## config.mk

```make
export PLATFORM = sky130hd
export DESIGN_NAME = irq_accept_unit
export DESIGN_NICKNAME = d
export VERILOG_FILES = /design/src/rtl/irq_accept_pkg.sv /design/src/rtl/irq_level_filter.sv /design/src/rtl/irq_arbiter.sv /design/src/rtl/irq_vector_gen.sv /design/src/rtl/irq_accept_unit.sv
export SDC_FILE = /design/constraint.sdc
export NUM_CORES = 1
export LEC_CHECK = 0
export ABC_CLOCK_PERIOD_IN_PS = 6700
export BUFFER_PORTS_ARGS = -buffer_cell sky130_fd_sc_hd__buf_2
export CAP_MARGIN = 10
export CORE_ASPECT_RATIO = 0.6
export CORE_MARGIN = 4
export CORE_UTILIZATION = 55
export DETAILED_ROUTE_END_ITERATION = 10
export PLACE_DENSITY = 0.86
export SETUP_SLACK_MARGIN = 0.05
export SLEW_MARGIN = 20
export SYNTH_ARGS = -nofsm -noshare
export SYNTH_HDL_FRONTEND = slang
export SYNTH_HIERARCHICAL = 1
export SYNTH_SLANG_ARGS = --single-unit
```

## constraint.sdc

```tcl
create_clock -name clk -period 6.7 [get_ports clk]
set_input_delay 1.34 -clock clk [delete_from_list [all_inputs] [get_ports clk]]
set_output_delay 1.34 -clock clk [all_outputs]
set_load 0.005 [all_outputs]
```

## src/rtl/irq_accept_pkg.sv

```systemverilog
package irq_accept_pkg;

    typedef struct packed {
        logic       sup;
        logic [2:0] mask;
    } irq_stat_t;

    localparam int unsigned SR_SUP_BIT  = 13;
    localparam int unsigned SR_MASK_LSB = 8;

endpackage

```

## src/rtl/irq_level_filter.sv

```systemverilog
module irq_level_filter #(
    parameter int unsigned LVL_W = 3
) (
    input  logic             clk,
    input  logic             rst_n,
    input  logic [LVL_W-1:0] lvl_i,
    output logic [LVL_W-1:0] lvl_o,
    output logic             top_rise_o
);
    localparam logic [LVL_W-1:0] TOP = {LVL_W{1'b1}};

    typedef struct packed {
        logic [LVL_W-1:0] smp;
        logic [LVL_W-1:0] stab;
        logic             top_prev;
    } flt_t;

    flt_t st_q, st_d;

    always_comb begin
        st_d          = st_q;
        st_d.smp      = lvl_i;
        if (lvl_i == st_q.smp) begin
            st_d.stab = lvl_i;
        end
        st_d.top_prev = (st_q.stab == TOP);
    end

    always_ff @(posedge clk or negedge rst_n) begin
        if (!rst_n) begin
            st_q <= '0;
        end else begin
            st_q <= st_d;
        end
    end

    assign lvl_o      = st_q.stab;
    assign top_rise_o = (st_q.stab == TOP) && !st_q.top_prev;

endmodule

```

## src/rtl/irq_arbiter.sv

```systemverilog
module irq_arbiter #(
    parameter int unsigned LVL_W = 3
) (
    input  logic             clk,
    input  logic             rst_n,
    input  logic [LVL_W-1:0] lvl_i,
    input  logic             top_rise_i,
    input  logic [LVL_W-1:0] mask_i,
    input  logic             busy_i,
    output logic             take_o
);
    localparam logic [LVL_W-1:0] TOP = {LVL_W{1'b1}};

    typedef struct packed {
        logic pend;
    } arb_t;

    arb_t st_q, st_d;
    logic at_top;
    logic top_ok;
    logic over_mask;

    always_comb begin
        at_top    = (lvl_i == TOP);
        top_ok    = at_top && (st_q.pend || top_rise_i);
        over_mask = (lvl_i > mask_i);
        take_o    = !busy_i && (lvl_i != '0) && (over_mask || top_ok);
        st_d      = st_q;
        st_d.pend = top_ok && !take_o;
    end

    always_ff @(posedge clk or negedge rst_n) begin
        if (!rst_n) begin
            st_q <= '0;
        end else begin
            st_q <= st_d;
        end
    end

endmodule

```

## src/rtl/irq_vector_gen.sv

```systemverilog
module irq_vector_gen #(
    parameter int unsigned LVL_W   = 3,
    parameter int unsigned ADDR_W  = 32,
    parameter int unsigned VEC_BASE = 24
) (
    input  logic [ADDR_W-1:0] base_i,
    input  logic [LVL_W-1:0]  lvl_i,
    output logic [ADDR_W-1:0] addr_o
);
    localparam int unsigned ENTRY_SHIFT = 2;

    logic [ADDR_W-1:0] vec_num;

    always_comb begin
        vec_num = ADDR_W'(VEC_BASE) + ADDR_W'(lvl_i);
        addr_o  = base_i + (vec_num << ENTRY_SHIFT);
    end

endmodule

```

## src/rtl/irq_accept_unit.sv

```systemverilog
module irq_accept_unit
    import irq_accept_pkg::*;
#(
    parameter int unsigned ADDR_W   = 32,
    parameter int unsigned SR_W     = 16,
    parameter int unsigned VEC_BASE = 24
) (
    input  logic              clk,
    input  logic              rst_n,
    input  logic [2:0]        ipl_i,
    input  logic [ADDR_W-1:0] pc_i,
    input  logic              sr_wr_i,
    input  logic [SR_W-1:0]   sr_wdata_i,
    input  logic              vbr_wr_i,
    input  logic [ADDR_W-1:0] vbr_wdata_i,
    input  logic              fetch_done_i,
    input  logic [ADDR_W-1:0] fetch_data_i,
    output logic              accept_o,
    output logic [ADDR_W-1:0] vec_addr_o,
    output logic [SR_W-1:0]   saved_sr_o,
    output logic [ADDR_W-1:0] saved_pc_o,
    output logic              pc_load_o,
    output logic [ADDR_W-1:0] pc_new_o,
    output logic              super_o,
    output logic [2:0]        mask_o
);
    localparam int unsigned LVL_W = 3;

    typedef struct packed {
        irq_stat_t         stat;
        logic [ADDR_W-1:0] vbr;
        logic              busy;
        logic              acc;
        logic [ADDR_W-1:0] vec;
        logic [SR_W-1:0]   ssr;
        logic [ADDR_W-1:0] spc;
        logic              load;
        logic [ADDR_W-1:0] pcnew;
    } unit_t;

    unit_t st_q, st_d;

    logic [LVL_W-1:0]  lvl_stab;
    logic              top_rise;
    logic              take;
    logic [ADDR_W-1:0] vec_calc;

    irq_level_filter #(.LVL_W(LVL_W)) u_filter (
        .clk        (clk),
        .rst_n      (rst_n),
        .lvl_i      (ipl_i),
        .lvl_o      (lvl_stab),
        .top_rise_o (top_rise)
    );

    irq_arbiter #(.LVL_W(LVL_W)) u_arb (
        .clk        (clk),
        .rst_n      (rst_n),
        .lvl_i      (lvl_stab),
        .top_rise_i (top_rise),
        .mask_i     (st_q.stat.mask),
        .busy_i     (st_q.busy),
        .take_o     (take)
    );

    irq_vector_gen #(
        .LVL_W    (LVL_W),
        .ADDR_W   (ADDR_W),
        .VEC_BASE (VEC_BASE)
    ) u_vec (
        .base_i (st_q.vbr),
        .lvl_i  (lvl_stab),
        .addr_o (vec_calc)
    );

    always_comb begin
        st_d      = st_q;
        st_d.acc  = 1'b0;
        st_d.load = 1'b0;

        if (vbr_wr_i && st_q.stat.sup) begin
            st_d.vbr = vbr_wdata_i;
        end

        if (take) begin
            st_d.acc                   = 1'b1;
            st_d.vec                   = vec_calc;
            st_d.ssr                   = '0;
            st_d.ssr[SR_SUP_BIT]       = st_q.stat.sup;
            st_d.ssr[SR_MASK_LSB +: 3] = st_q.stat.mask;
            st_d.spc                   = pc_i;
            st_d.stat.sup              = 1'b1;
            st_d.stat.mask             = lvl_stab;
            st_d.busy                  = 1'b1;
        end else begin
            if (sr_wr_i) begin
                st_d.stat.sup  = sr_wdata_i[SR_SUP_BIT];
                st_d.stat.mask = sr_wdata_i[SR_MASK_LSB +: 3];
            end
            if (st_q.busy && fetch_done_i) begin
                st_d.load  = 1'b1;
                st_d.pcnew = fetch_data_i;
                st_d.busy  = 1'b0;
            end
        end
    end

    always_ff @(posedge clk or negedge rst_n) begin
        if (!rst_n) begin
            st_q           <= '0;
            st_q.stat.sup  <= 1'b1;
            st_q.stat.mask <= 3'd7;
        end else begin
            st_q <= st_d;
        end
    end

    assign accept_o   = st_q.acc;
    assign vec_addr_o = st_q.vec;
    assign saved_sr_o = st_q.ssr;
    assign saved_pc_o = st_q.spc;
    assign pc_load_o  = st_q.load;
    assign pc_new_o   = st_q.pcnew;
    assign super_o    = st_q.stat.sup;
    assign mask_o     = st_q.stat.mask;

endmodule

```

-- Word-level counts from Yosys, hierarchy flattened
Index checks and enable logic that the tools add are counted.
- register bits: 147
- input bits: 120
- output and inout port bits: 118
- word-level logic and storage cells: 43
- $add $sub $neg: 2
- $lt $le $gt $ge: 1
- eq/ne operators: 2
- muxes and demuxes: 7
- bitwise gates (word level): 1
- reductions and logical operators: 16
- operators with widths (cell ; count):
    $mux W81 ; 1
    $mux W33 ; 2
    $add A32 B32 Y32 ; 1
    $mux W4 ; 2
    $logic_and A1 B1 Y1 ; 7
    $add A5 B3 Y6 const A ; 1
    $reduce_bool A2 Y1 ; 2
    $eq A3 B3 Y1 ; 1
    $eq A3 B3 Y1 const B ; 1
    $gt A3 B3 Y1 ; 1
    $logic_not A1 Y1 ; 3
    $reduce_bool A3 Y1 ; 1
    $logic_or A1 B1 Y1 ; 2
    $mux W1 ; 2
    $reduce_and A2 Y1 ; 1
    $not A1 Y1 ; 1

-- Logic depth before layout (Yosys ltp)
- depth in word-level cells: 8
- mapped depth: 11
- gate-level depth less buffers: 8

-- Cells and area by module
Netlist, hierarchy kept.
- modules (own cells, without submodules) (module ; instances ; cells an instance ; area each (um^2)):
    irq_accept_unit ; 1 ; 419 ; 6167.2
    irq_vector_gen ; 1 ; 93 ; 789.5
    irq_level_filter ; 1 ; 23 ; 295.3
    irq_arbiter ; 1 ; 19 ; 135.1

-- Worst setup path after synthesis
Ideal clock, no wire load.
- kind: flip-flop to flip-flop
- start point: register u_filter.st_q (netlist bit u_filter/lvl_o[1])
- end point: register st_q (netlist bit vec_addr_o[21])
- library setup time: 0.125 ns
- arrival time: 2.294 ns
- setup slack: 4.281 ns
- cell stages (with the launch flop): 9
- buffers on the path: 2
- path through: dfrtp_1 -> buf_4 -> ha_1 -> a21o_1 -> a2111oi_2 -> buf_2 -> nor3_1 -> xor2_1 -> mux2_2
- elaborated cells on any way between the ends: 11
- classes of those cells: add/sub: 2; order compare: 1; eq/ne: 1; reduce/logical: 7
- RTL lines (element ; RTL line ; source):
    start: declaration ; irq_level_filter.sv:18 ; flt_t st_q, st_d;
    start signal: assignment ; irq_level_filter.sv:33 ; st_q <= st_d;
    $add A5 B3 Y6 ; irq_vector_gen.sv:15 ; vec_num = ADDR_W'(VEC_BASE) + ADDR_W'(lvl_i);
    $add A32 B32 Y32 ; irq_vector_gen.sv:16 ; addr_o = base_i + (vec_num << ENTRY_SHIFT);
    via vec_calc[21] ; irq_accept_unit.sv:46 ; logic [ADDR_W-1:0] vec_calc;
    end signal: assignment ; irq_accept_unit.sv:114 ; st_q <= st_d;
    end: declaration ; irq_accept_unit.sv:41 ; unit_t st_q, st_d;
The timed path passes the listed nets, and every way through them passes these cells.
A chain may end at the register's enable or synchronous reset.

-- Worst setup path after layout
- start point: register u_filter.st_q (netlist bit u_filter/lvl_o[1])
- end point: register st_q (netlist bit vec_addr_o[17])
The elaborated chain is that of the path after synthesis.

==> impl_metrics.py <==
metrics = {
    "worst_setup_path": {
        "cp_slowest_stage_delay_ps": 1030,
        "worst_setup_path_start_kind": "flip-flop",
        "worst_path_max_delay_cell": "a2111oi_4",
        "r2r_slack_ps": 3770,
        "r2r-end": "vec_addr_o[17]",
        "arrival_ps": 3210,
        "reg2reg_depth": 6,
        "crit_chain": "ha_1 -> a21o_1 -> a2111oi_4 -> nor4_1 -> xnor2_1 -> mux2_2",
        "rr_startpoint": "u_filter/lvl_o[1]",
        "cpLargestDelayFamily": "compound AO/OA/AOI/OAI gates",
        "cp_max_fo": 13,
        "required_ps": 6980,
        "critPathKind": "flip-flop to flip-flop",
        "crit_path_end_kind": "flip-flop",
        "crit_buf_inv": 0,
    },
    "cts": {
        "postCtsHoldBufs": 0,
        "cts_buffers": 17,
        "h-tree-depth": 4,
        "clock_latency_ps": 400,
        "cts_resized": 0,
        "cts_tree": "built",
        "cts_setup_buffers": 0,
        "clkSinkCount": 147,
        "cts-root-buf": "clkbuf_16",
        "path_clk_slew_ps": 70,
        "cts_buffer_depth": 2,
    },
    "die": {
        "pin_count": 238,
        "die_area_um2": 15400,
        "dieHeight_um": 97.8,
        "initial_utilization": 0.569,
        "core_area_um2": 13000,
        "row_count": 32,
        "dieWidth_um": 158,
    },
    "sta": {
        "slew_headroom": 0.253,
        "fmax_mhz": 341,
        "rsz0062_at_grt": "no",
        "tns_ps": 0,
        "maxSlewViolCount": 0,
        "setup_viol": 0,
        "fin_crit_ps": 2930,
        "tightest_slew_ps": 1120,
        "min_period_over_period": 0.437,
        "final_hold_viol_count": 0,
        "fin_skew_ps": 13.8,
    },
    "global_route": {
        "grt_usage": 0.201,
        "overflow": 0,
        "grt_max_degree": 78,
        "grt_first_pass_wirelength_um": 24600,
        "antenna_found_initial": 1,
        "grt_pass1_vias": 4745,
    },
    "power": {
        "internal_power_uw": 2980,
        "leakage_uw": 0.00405,
        "p_comb_frac": 0.410,
        "p_per_area_nw_per_um2": 536,
        "power_switching_uw": 1480,
        "power.share.clock": 0.214,
        "power_frac_seq": 0.376,
        "p_sw_frac": 0.331,
        "ir_worst_vdd_mv": 0.308,
    },
    "logic_synthesis": {
        "synth_top_family_by_area": "multiplexers",
        "yosys_warnings": 6,
        "yosys.area.top_type_share": 0.484,
        "seq_area_frac_synth": 0.499,
        "postSynthAreaPerCell_um2": 13.3,
        "yosys.area_share.simple": 0.0664,
        "yosys.area.top_type": "dfrtp_1",
        "syn_inst": 554,
        "synthMuxAreaShare": 0.223,
        "synth_compound_area_frac": 0.0136,
        "synthDistinctLibCells": 51,
        "synthXorXnorAreaFrac": 0.0368,
        "syn_area_um2": 7390,
        "synth-seq-cells": 147,
        "synthAdderAreaFrac": 0.0129,
        "synth.area.top_cells": "dfrtp_1, mux2_2, buf_4",
    },
    "drt": {
        "ant_nets": 0,
        "drtIter0Drc": 138,
        "vias": 4267,
        "wl_um": 15000,
        "drtPass1Iterations": 4,
        "vias_per_cell": 5.06,
        "drc": 0,
        "post_drt_wl_per_cell_um": 17.7,
    },
    "flow_run": {
        "maxCapViolCount": 0,
    },
    "run_status": {
        "status": "completed",
    },
    "finish": {
        "final_cells": 844,
        "area_delta_synth_final_pct": 12.6,
        "layout-drive-gt1-share": 0.602,
        "fin_nets": 788,
        "final_area_um2": 8320,
        "antenna_cells": 0,
    },
    "worst_hold_path": {
        "worstHoldStart": "st_q[115]",
        "hold_depth": 1,
        "hold_class": "flip-flop to flip-flop",
        "holdPathEnd": "vec_addr_o[0]",
    },
    "place": {
        "io_buffers": 213,
        "post-dp-hpwl_um": 10700,
        "dpl.cell_count": 812,
        "place_congestion": 0.760,
        "dpl_cell_area_um2": 7720,
    },
}
## flip-flops by register name (all words and copies together), names as in the netlist
signal,flops
saved_pc_o,32
pc_new_o,32
st_q,33
u_filter/st_q,4
saved_sr_o,4
super_o,1
mask_o,3
u_arb/st_q,1
u_filter/lvl_o,3
pc_load_o,1
vec_addr_o,32
accept_o,1
## power by group through the flow
stage | clock, uW | combinational, uW | sequential (uW)
6_report | 953 | 1830 | 1680
5_1_grt | 1020 | 2000 | 1740
4_1_cts | 979 | 1860 | 1680
3_5_place_dp | 0 | 1850 | 1680
3_3_place_gp | 0 | 1770 | 1650
2_1_floorplan | 0 | 1750 | 1580
## routing by layer
| layer | vias up | share of wire | GRT usage |
|---|---|---|---|
| met5 | - | 0.00087 | 0 |
| met4 | 2 | 0.0076 | 0.0476 |
| met3 | 11 | 0.067 | 0.0620 |
| met2 | 135 | 0.49 | 0.337 |
| met1 | 2150 | 0.43 | 0.257 |
| li1 | 1969 | - | - |
## per-stage QoR
stage / power [uW] / hold WS [ps] / utilization / setup WS, ps
final: 4460 / 502 / 0.641 / 3770
after global routing: 4760 / 525 / 0.641 / 3630
after CTS: 4520 / 505 / 0.641 / 3760
after detailed placement: 3530 / 489 / 0.595 / 3860
after global placement: 3420 / 483 / 0.595 / 3940
after floorplan: 3330 / 474 / - / 4280
## synthesized netlist by cell type, drive strengths merged
master and n:
o21ai 7, xnor2 4, nor2b 3, nor4 8, and3 1, o2111ai 1, a211o 1, a21oi 2
fa 1, nand2 16, mux2i 3, a21o 2, nor2 5, nor4b 4, and4 2, dfstp 4
nand3b 2, xor2 27, clkbuf 2, nand3 6, or3 1, or2 2, o211ai 1, nor3b 3
or2b 1, buf 138, inv 11, a2111oi 1, conb 1, ha 6, nor3 8, dfrtp 143
mux2 134, or4 1, nand4 2
## layout by cell type, fill, tap and decap left out, drive strengths merged, types with 3 or more instances in the layout
cell and n:
buf 217, clkbuf 19, clkinv 4, conb 12, dfrtp 143, dfstp 4, ha 6, inv 16
mux2 134, mux2i 3, nand2 16, nand3 6, nor2 5, nor2b 3, nor3 8, nor3b 3
nor4 8, nor4b 4, o21ai 7, xnor2 4, xor2 27
## cells by family after synthesis
group	count (synthesis)
compound gates	15
other cells	1
mux	137
flops	147
fa+ha+maj	7
xor+xnor	31
simple gates	65
buf+inv	151
## area by class of cell
cell class	instances	area, um^2
clock buffers	19	453
clock inverters	13	146
fillers	965	4650
inverters	11	41.3
multi-input cells	267	2680
flip-flops and latches	147	3680
well taps	170	213
repair buffers	217	1100
## how the worst max path moves through the flow
| stage | endpoint | start | cells after the start |
|---|---|---|---|
| floorplan | vec_addr_o[21] | u_filter/lvl_o[1] | 8 |
| global placement | vec_addr_o[15] | u_filter/lvl_o[1] | 6 |
| detailed placement | saved_pc_o[15] | rst_n | 2 |
| CTS | vec_addr_o[17] | u_filter/lvl_o[1] | 6 |
| global route | vec_addr_o[17] | u_filter/lvl_o[1] | 6 |
| finish | vec_addr_o[17] | u_filter/lvl_o[1] | 6 |
Note: power is estimated with default switching activity, not from simulation.
